--- src/rtl/rf_addr_unit.sv ---
module rf_addr_unit #(
  parameter int AW         = 12,
  parameter int FW         = 8,
  parameter int NPTR       = 3,
  parameter int IND_BASE   = 'hFE0,
  parameter int IND_STRIDE = 4,
  localparam int BW        = AW - FW,
  localparam int SW        = (NPTR > 1) ? $clog2(NPTR) : 1
) (
  input  logic          clk,
  input  logic          rst_n,
  input  logic          op_valid,
  input  logic [FW-1:0] op_field,
  input  logic          op_banked,
  input  logic          op_dest,
  input  logic          op_rd,
  input  logic          op_wr,
  input  logic          bank_ld,
  input  logic [BW-1:0] bank_val,
  input  logic          ptr_ld,
  input  logic [SW-1:0] ptr_sel,
  input  logic [AW-1:0] ptr_val,
  output logic [AW-1:0] mem_addr,
  output logic          mem_rd,
  output logic          mem_wr,
  output logic          wb_to_w,
  output logic          rd_zero
);

  logic [BW-1:0]   bsr_q;
  logic [AW-1:0]   ptr_q [NPTR];
  logic [AW-1:0]   dir_addr;
  logic [AW-1:0]   tgt;
  logic [NPTR-1:0] hit_plain;
  logic [NPTR-1:0] hit_inc;
  logic            ind;
  logic            nested;

  function automatic logic is_alias(input logic [AW-1:0] a);
    logic r;
    r = 1'b0;
    for (int n = 0; n < NPTR; n++)
      if (a == AW'(IND_BASE + n * IND_STRIDE) || a == AW'(IND_BASE + n * IND_STRIDE + 1))
        r = 1'b1;
    return r;
  endfunction

  // split window: sign-extending the field puts its upper half on the top page
  assign dir_addr = op_banked ? {bsr_q, op_field} : {{BW{op_field[FW-1]}}, op_field};

  for (genvar n = 0; n < NPTR; n++) begin : g_dec
    assign hit_plain[n] = (dir_addr == AW'(IND_BASE + n * IND_STRIDE));
    assign hit_inc[n]   = (dir_addr == AW'(IND_BASE + n * IND_STRIDE + 1));
  end

  always_comb begin
    tgt = '0;
    for (int n = 0; n < NPTR; n++)
      if (hit_plain[n] || hit_inc[n]) tgt = ptr_q[n];
  end

  assign ind      = |(hit_plain | hit_inc);
  assign nested   = ind && is_alias(tgt);
  assign mem_addr = ind ? tgt : dir_addr;
  assign mem_rd   = op_valid && op_rd && !nested;
  assign mem_wr   = op_valid && op_wr && op_dest && !nested;
  assign wb_to_w  = op_valid && op_wr && !op_dest;
  assign rd_zero  = op_valid && op_rd && nested;

  always_ff @(posedge clk) begin
    if (!rst_n) begin
      bsr_q <= '0;
      for (int n = 0; n < NPTR; n++) ptr_q[n] <= '0;
    end else begin
      if (bank_ld) bsr_q <= bank_val;
      for (int n = 0; n < NPTR; n++) begin
        if (ptr_ld && int'(ptr_sel) == n) ptr_q[n] <= ptr_val;
        else if (op_valid && hit_inc[n])  ptr_q[n] <= ptr_q[n] + 1'b1;
      end
    end
  end

  p_bank_load_r4: assert property (@(posedge clk) disable iff (!rst_n)
    bank_ld |=> bsr_q == $past(bank_val));

  p_nested_quiet_r8: assert property (@(posedge clk) disable iff (!rst_n)
    rd_zero |-> !mem_rd && !mem_wr);

  p_wb_route_r9: assert property (@(posedge clk) disable iff (!rst_n)
    !(mem_wr && wb_to_w));

  p_idle_quiet_r9: assert property (@(posedge clk) disable iff (!rst_n)
    !op_valid |-> !mem_rd && !mem_wr && !wb_to_w && !rd_zero);

  for (genvar n = 0; n < NPTR; n++) begin : g_chk
    p_ptr_load_r5: assert property (@(posedge clk) disable iff (!rst_n)
      ptr_ld && int'(ptr_sel) == n |=> ptr_q[n] == $past(ptr_val));
    p_ptr_hold_r6: assert property (@(posedge clk) disable iff (!rst_n)
      !(ptr_ld && int'(ptr_sel) == n) && !(op_valid && hit_inc[n]) |=> $stable(ptr_q[n]));
    p_postinc_r7: assert property (@(posedge clk) disable iff (!rst_n)
      op_valid && hit_inc[n] && !(ptr_ld && int'(ptr_sel) == n)
      |=> ptr_q[n] == AW'($past(ptr_q[n]) + 1'b1));
  end

endmodule

--- config.mk ---
export PLATFORM = sky130hd
export DESIGN_NAME = rf_addr_unit
export DESIGN_NICKNAME = d
export VERILOG_FILES = /design/src/rtl/rf_addr_unit.sv
export SDC_FILE = /design/constraint.sdc
export NUM_CORES = 1
export LEC_CHECK = 0
export CORE_ASPECT_RATIO = 0.75
export CORE_MARGIN = 1
export CORE_UTILIZATION = 33
export CTS_BUF_LIST = sky130_fd_sc_hd__clkbuf_8
export CTS_CLUSTER_DIAMETER = 80
export DETAILED_ROUTE_END_ITERATION = 16
export PLACE_DENSITY = 0.54
export SLEW_MARGIN = 20
export SYNTH_ARGS = -nofsm -noshare
export SYNTH_HDL_FRONTEND = slang
export SYNTH_SLANG_ARGS = --single-unit
--- constraint.sdc ---
create_clock -name clk -period 2.25 [get_ports clk]
set_clock_uncertainty 0.05 [all_clocks]
set_input_delay 0.225 -clock clk [delete_from_list [all_inputs] [get_ports clk]]
set_output_delay 0.225 -clock clk [all_outputs]
set_load 0.02 [all_outputs]
==> metrics.txt, run 1 <==
crit path max fanout=2; Antenna diodes=0; Lkg Pwr=around 1.8 nW; final std cells w/o fill=approximately 550; Rel. slew slack=0.680; storage element area=between 1000 and 1500 sq um; vias in the first global route=between 2000 and 3000; fin nets=around 480; Most used DFF post-synth=edfxtp_1; share of layout cells above drive strength 1=0.303; Yosys top cell area share=0.372; Reg2Reg Launch Point=bsr_q[3]; hold depth=3; global-route wire length before repair=15200 um; DRT met1 WL=roughly 5100 um; Crit. End Element=output port; final core occ=0.515; met3 WL=900 um; status=finished, violations left; Arr. time, crit path=roughly 2.1 ns; Die Y=roughly 83 um; RSZ-0062 raised after global routing=true; DR vias/cell=around 5.5; max cap viols=0; worst hold slack=0.525 ns; I/O pins=~50; Global Route Usage Sum=0.227; cell taking the most area after synthesis=edfxtp_1; Critical R2R Capture=ptr_q[0][1]; RePlAce Congestion=roughly 0.96; synth top area cells=edfxtp_1, nand2_1, o2bb2ai_1; Overflow after GRT=0; ys async rst share=0; Core Area=between 8000 and 9000 sq um; Via Count=slightly above 3000; placed cells=roughly 540; Fin Setup TNS=-0.388 ns; Final Hold Viols=0; Syn Inst Count=approximately 320; Post-DP HPWL=between 7000 and 8000 um; routed length on met2=between 4000 and 5000 um; # clock sinks=40; minimum clock period=2.40 ns; Initial Utilization=0.342; Setup Viol. Count Final=3; Clk pin slew, worst setup/hold paths=0.09 ns; Pre-antenna DRT Iters=5; syn_nets=between 300 and 400; Detail Route Antenna Nets=0; Clock Latency Late Sink=between 0.3 and 0.4 ns; port bufs=50; worst min-delay path startpoint=bank_val[3]; startpoint types=flop; Avg WL per Cell=about 18 um; max-slew violations=0; sequential area share after synthesis=0.399; R2R setup slack=0.10 ns; 1st-iter DRT viols=about 290; Hold Crit Class=in -> reg; pwr/cell area=between 400 and 500 nW/um^2; Top Layer Used=met4; Register-to-Register Path Depth=6; FP Rows=29; commonest non-fill, non-tap cells in the layout=buf_4, nand2_1, edfxtp_1, clkdlybuf4s50_1, a21oi_1; Filler cells=827; largest net degree at the start of global routing=26; synth-to-layout area growth=50.4%; DIE AREA=9190 sq um; Synth Cell Area=around 2900 sq um; kind of critical path=reg -> out; Place WS=-1.02 ns; total number of yosys warnings=0; leading cell type in the layout, fill and taps excluded=buf_4; clock root cell=clkbuf_8; fmax=between 0.4 and 0.5 GHz; VDD IR max=roughly 0.00029 V; CP required=slightly below 2 ns; Yosys cell types=45; failing checks=setup timing; Post-Route WL=a little over 10000 um; Worst-Margin Slew=roughly 0.48 ns; initial antenna violation count=0; final worst slack=-0.147 ns; number of flops mapped to enable cells by yosys=36; Final period util=1.07; end of the critical path=mem_wr; width of the die=roughly 110 um; CTS tree=built; CTS Buf Count=5; clock tree buffer depth=2; Avg Cell Area, Syn=around 9.1 sq um; DRC viols=0; Synth Register Bits=40; multi-input logic area=between 1500 and 2000 sq um; worst setup path startpoint=ptr_q[0][1]; H-tree depth=2
-- metal layers --
metal,GRT usage,vias up
met2,0.292,109
li1,-,1461
met3,0.0392,11
met4,0.0526,0
met5,0,-
met1,0.378,1445
-- cells in the mapped netlist, drive strengths merged (3+ instances only) --
master   count
nor3         8
ha           3
nand3b       3
edfxtp      36
o21ai        5
nand3       13
nand2b       5
xor2        17
and3         4
o22ai       16
clkbuf      12
mux2i       12
a21oi       22
buf          7
nand2       56
mux2         3
dfxtp        4
nor2b        7
nand4       11
xnor2       13
and4         4
o2bb2ai     19
nor2        12
nor4         3
inv          4
-- metrics by stage --
step           cell area, sq um  total power [W]
6_report                   4370          0.00213
5_1_grt                    4370          0.00222
4_1_cts                    4320          0.00212
3_5_place_dp               4120          0.00151
3_3_place_gp               4120          0.00150
2_1_floorplan              2910          0.00118
-- critical path, stage by stage, from the launching register on --
cell       delay, ns
edfxtp_1        0.43
mux2i_1         0.15
o2bb2ai_1       0.09
or4_4           0.53
nor4_4          0.17
buf_4           0.16
buf_6           0.09
nor3b_2         0.04
buf_4           0.15
-- how the worst min path moves through the flow --
stage | end | slack (ns)
CTS | bsr_q[3] | 0.53
detailed placement | bsr_q[2] | 0.51
global placement | bsr_q[2] | 0.52
finish | bsr_q[3] | 0.53
global route | bsr_q[0] | 0.54
floorplan | bsr_q[0] | 0.34
-- layout make-up --
type | instances | area share
multi-input combinational | 259 | 0.408
inverter | 4 | 0.00343
sequential | 40 | 0.265
timing repair buffer | 134 | 0.268
clock buffer | 5 | 0.0157
clock inverter | 3 | 0.00887
tap | 108 | 0.0309
-- kinds of logic after synthesis --
kind of cell | synth area share
xor+xnor | 0.0904
fa+ha+maj | 0.0129
buf+inv | 0.0366
mux | 0.0529
flops | 0.399
simple gates | 0.233
compound gates | 0.175
-- power by group --
part	internal, W	switching, W	total (W)
Sequential	0.000878	0.0000575	0.000936
Combinational	0.000301	0.000286	0.000587
Clock	0.000325	0.000283	0.000608
Total	0.00150	0.000627	0.00213
-- what timing repair did --
action | 4_1_cts | 5_1_grt
resized for setup | 78 | 26
buffers inserted | 3 | 2
endpoints found under the setup margin | 26 | 24
pin swaps | 9 | 4
cloned | 0 | 1
hold buffers | 0 | 0
-- state kept, by name, summed over array words and instances (netlist names) --
name	count
ptr_q	36
bsr_q	4
Note: power is estimated with default switching activity, not from simulation.
==> inputs of run 2 (changes only) <==
--- a/config.mk
+++ b/config.mk
@@ -7,11 +7,10 @@
 export LEC_CHECK = 0
 export CORE_ASPECT_RATIO = 0.75
 export CORE_MARGIN = 1
-export CORE_UTILIZATION = 33
-export CTS_BUF_LIST = sky130_fd_sc_hd__clkbuf_8
-export CTS_CLUSTER_DIAMETER = 80
+export CORE_UTILIZATION = 48
+export CTS_CLUSTER_DIAMETER = 30
 export DETAILED_ROUTE_END_ITERATION = 16
-export PLACE_DENSITY = 0.54
+export PLACE_DENSITY = 0.75
 export SLEW_MARGIN = 20
 export SYNTH_ARGS = -nofsm -noshare
 export SYNTH_HDL_FRONTEND = slang
==> metrics.txt, run 2 (same netlist as run 1, synthesis figures left out) <==
CTS Buf Count=5; VDD IR max=0.000325 V; Tot Pwr=approximately 0.0022 W; failing checks=setup timing; Core Area=between 5000 and 6000 sq um; status=finished, violations left; Arr. time, crit path=between 2 and 2.5 ns; RePlAce Congestion=~0.95; Post-Route WL=approximately 10000 um; Largest register FFs=36; DRC viols=0; clock root cell=clkbuf_8; Clk pin slew, worst setup/hold paths=0.08 ns; final worst slack=-0.277 ns; Die Y=approximately 69 um; Detail Route Antenna Nets=0; clock tree buffer depth=2; Rel. slew slack=0.686; Antenna diodes=0; Avg WL per Cell=19.8 um; minimum clock period=2.53 ns; Lkg Pwr=roughly 1.8 nW; Initial Utilization=0.499; met3 WL=approximately 1200 um; Final Hold Viols=0; DIE AREA=6380 sq um; RSZ-0062 raised after global routing=true; startpoint types=flop; Clock Latency Late Sink=approximately 0.3 ns; CP required=roughly 2.0 ns; largest net degree at the start of global routing=26; H-tree depth=2; Buf/Inv on CP=3; worst setup path startpoint=ptr_q[2][1]; Post-DP HPWL=around 7600 um; CP max stage delay=about 0.5 ns; critical path, cell by cell=mux2i_2 > o2bb2ai_2 > or4_4 > nor4_4 > buf_4 > buf_6 > nor2_1 > buf_2; port bufs=50; Crit-path slowest cell=or4_4; pwr/cell area=approximately 500 nW/um^2; Largest regs=ptr_q x36, bsr_q x4; CTS tree=built; crit path max fanout=2; commonest non-fill, non-tap cells in the layout=buf_4, nand2_1, edfxtp_1, clkdlybuf4s50_1, a21oi_1; max cap viols=0; max-slew violations=0; Top Layer Used=met4; global-route wire length before repair=about 15000 um; worst min-delay path startpoint=bank_val[1]; synth-to-layout area growth=48.9%; fmax=around 0.4 GHz; Reg2Reg Launch Point=bsr_q[0]; 1st-iter DRT viols=between 300 and 400; vias in the first global route=a little under 3000; DRT met1 WL=between 4000 and 5000 um; Setup Viol. Count Final=3; initial antenna violation count=0; I/O pins=a little over 50; DR vias/cell=just over 6; leading cell type in the layout, fill and taps excluded=buf_4; fin nets=482; Place WS=-1.09 ns; FP Rows=24; Via Count=around 3200; Overflow after GRT=0; share of layout cells above drive strength 1=0.301; Pre-antenna DRT Iters=5; width of the die=~90 um; routed length on met2=around 4600 um; kind of critical path=reg -> out; Crit. End Element=output port; Hold Crit Class=in -> reg; Biggest register=ptr_q; # clock sinks=40; cell family with most CP delay=simple AND/OR/NAND/NOR gates; Global Route Usage Sum=0.318; Final period util=1.12; Worst-Margin Slew=approximately 0.47 ns
[run 2: cell count changes in the layout (fill, tap and decap cells not counted), sizes merged]
| cell | change |
|---|---|
| buf | -1 |
| clkbuf | +1 |
| clkdlybuf4s15 | +2 |
| clkdlybuf4s50 | -1 |
| dlygate4sd2 | -1 |
| dlymetal6s2s | +1 |
| inv | -1 |
[run 2: worst min-delay path: stages]
cell and delay [ns]:
clkdlybuf4s50_1 0.40, mux2i_1 0.14, nor2b_1 0.06
[run 2: layout make-up]
type / count / area [sq um]
multi-input cells: 259 / 1770
fillers: 413 / 1500
flip-flops and latches: 40 / 1160
repair buffers: 134 / 1160
well taps: 78 / 97.6
clock buffers: 6 / 82.6
clock inverters: 2 / 38.8
inverters: 4 / 15.0
[run 2: timing repair]
action,4_1_cts,5_1_grt
hold buffers,0,0
setup buffers,6,1
setup endpoints to repair,28,28
pin swaps,2,4
gates cloned,0,1
resized for setup,71,29
[run 2: metal layers]
layer,global-route usage,vias to the layer above
li1,-,1452
met4,0.0816,0
met3,0.0877,27
met5,0,-
met1,0.453,1529
met2,0.478,188
[run 2: path summary, 6_finish.rpt]
kind                      end  slack (ns)  cells after the start
setup / recovery       mem_rd       -0.28                      8
hold / removal       bsr_q[1]        0.51                      3
setup reg to reg  ptr_q[0][7]        0.16                      5
hold reg to reg      bsr_q[2]        0.57                      2
[run 2: through the flow]
stage | hold slack [ns] | area (sq um) | util | setup TNS, ns | instances
detailed placement | 0.517 | 4060 | 0.697 | -22.53 | 508
global placement | 0.500 | 4060 | 0.697 | -22.18 | 508
CTS | 0.515 | 4270 | 0.734 | -0.570 | 522
floorplan | 0.345 | 2910 | - | 0 | 321
finish | 0.511 | 4330 | 0.743 | -0.813 | 523
global route | 0.552 | 4330 | 0.743 | -0.993 | 523
[run 2: report_power, final]
| group | internal [W] | leakage, nW | switching (W) |
|---|---|---|---|
| logic | 0.000302 | 1.31 | 0.000297 |
| clock network | 0.000363 | 0.0614 | 0.000275 |
| registers | 0.000878 | 0.388 | 0.0000585 |
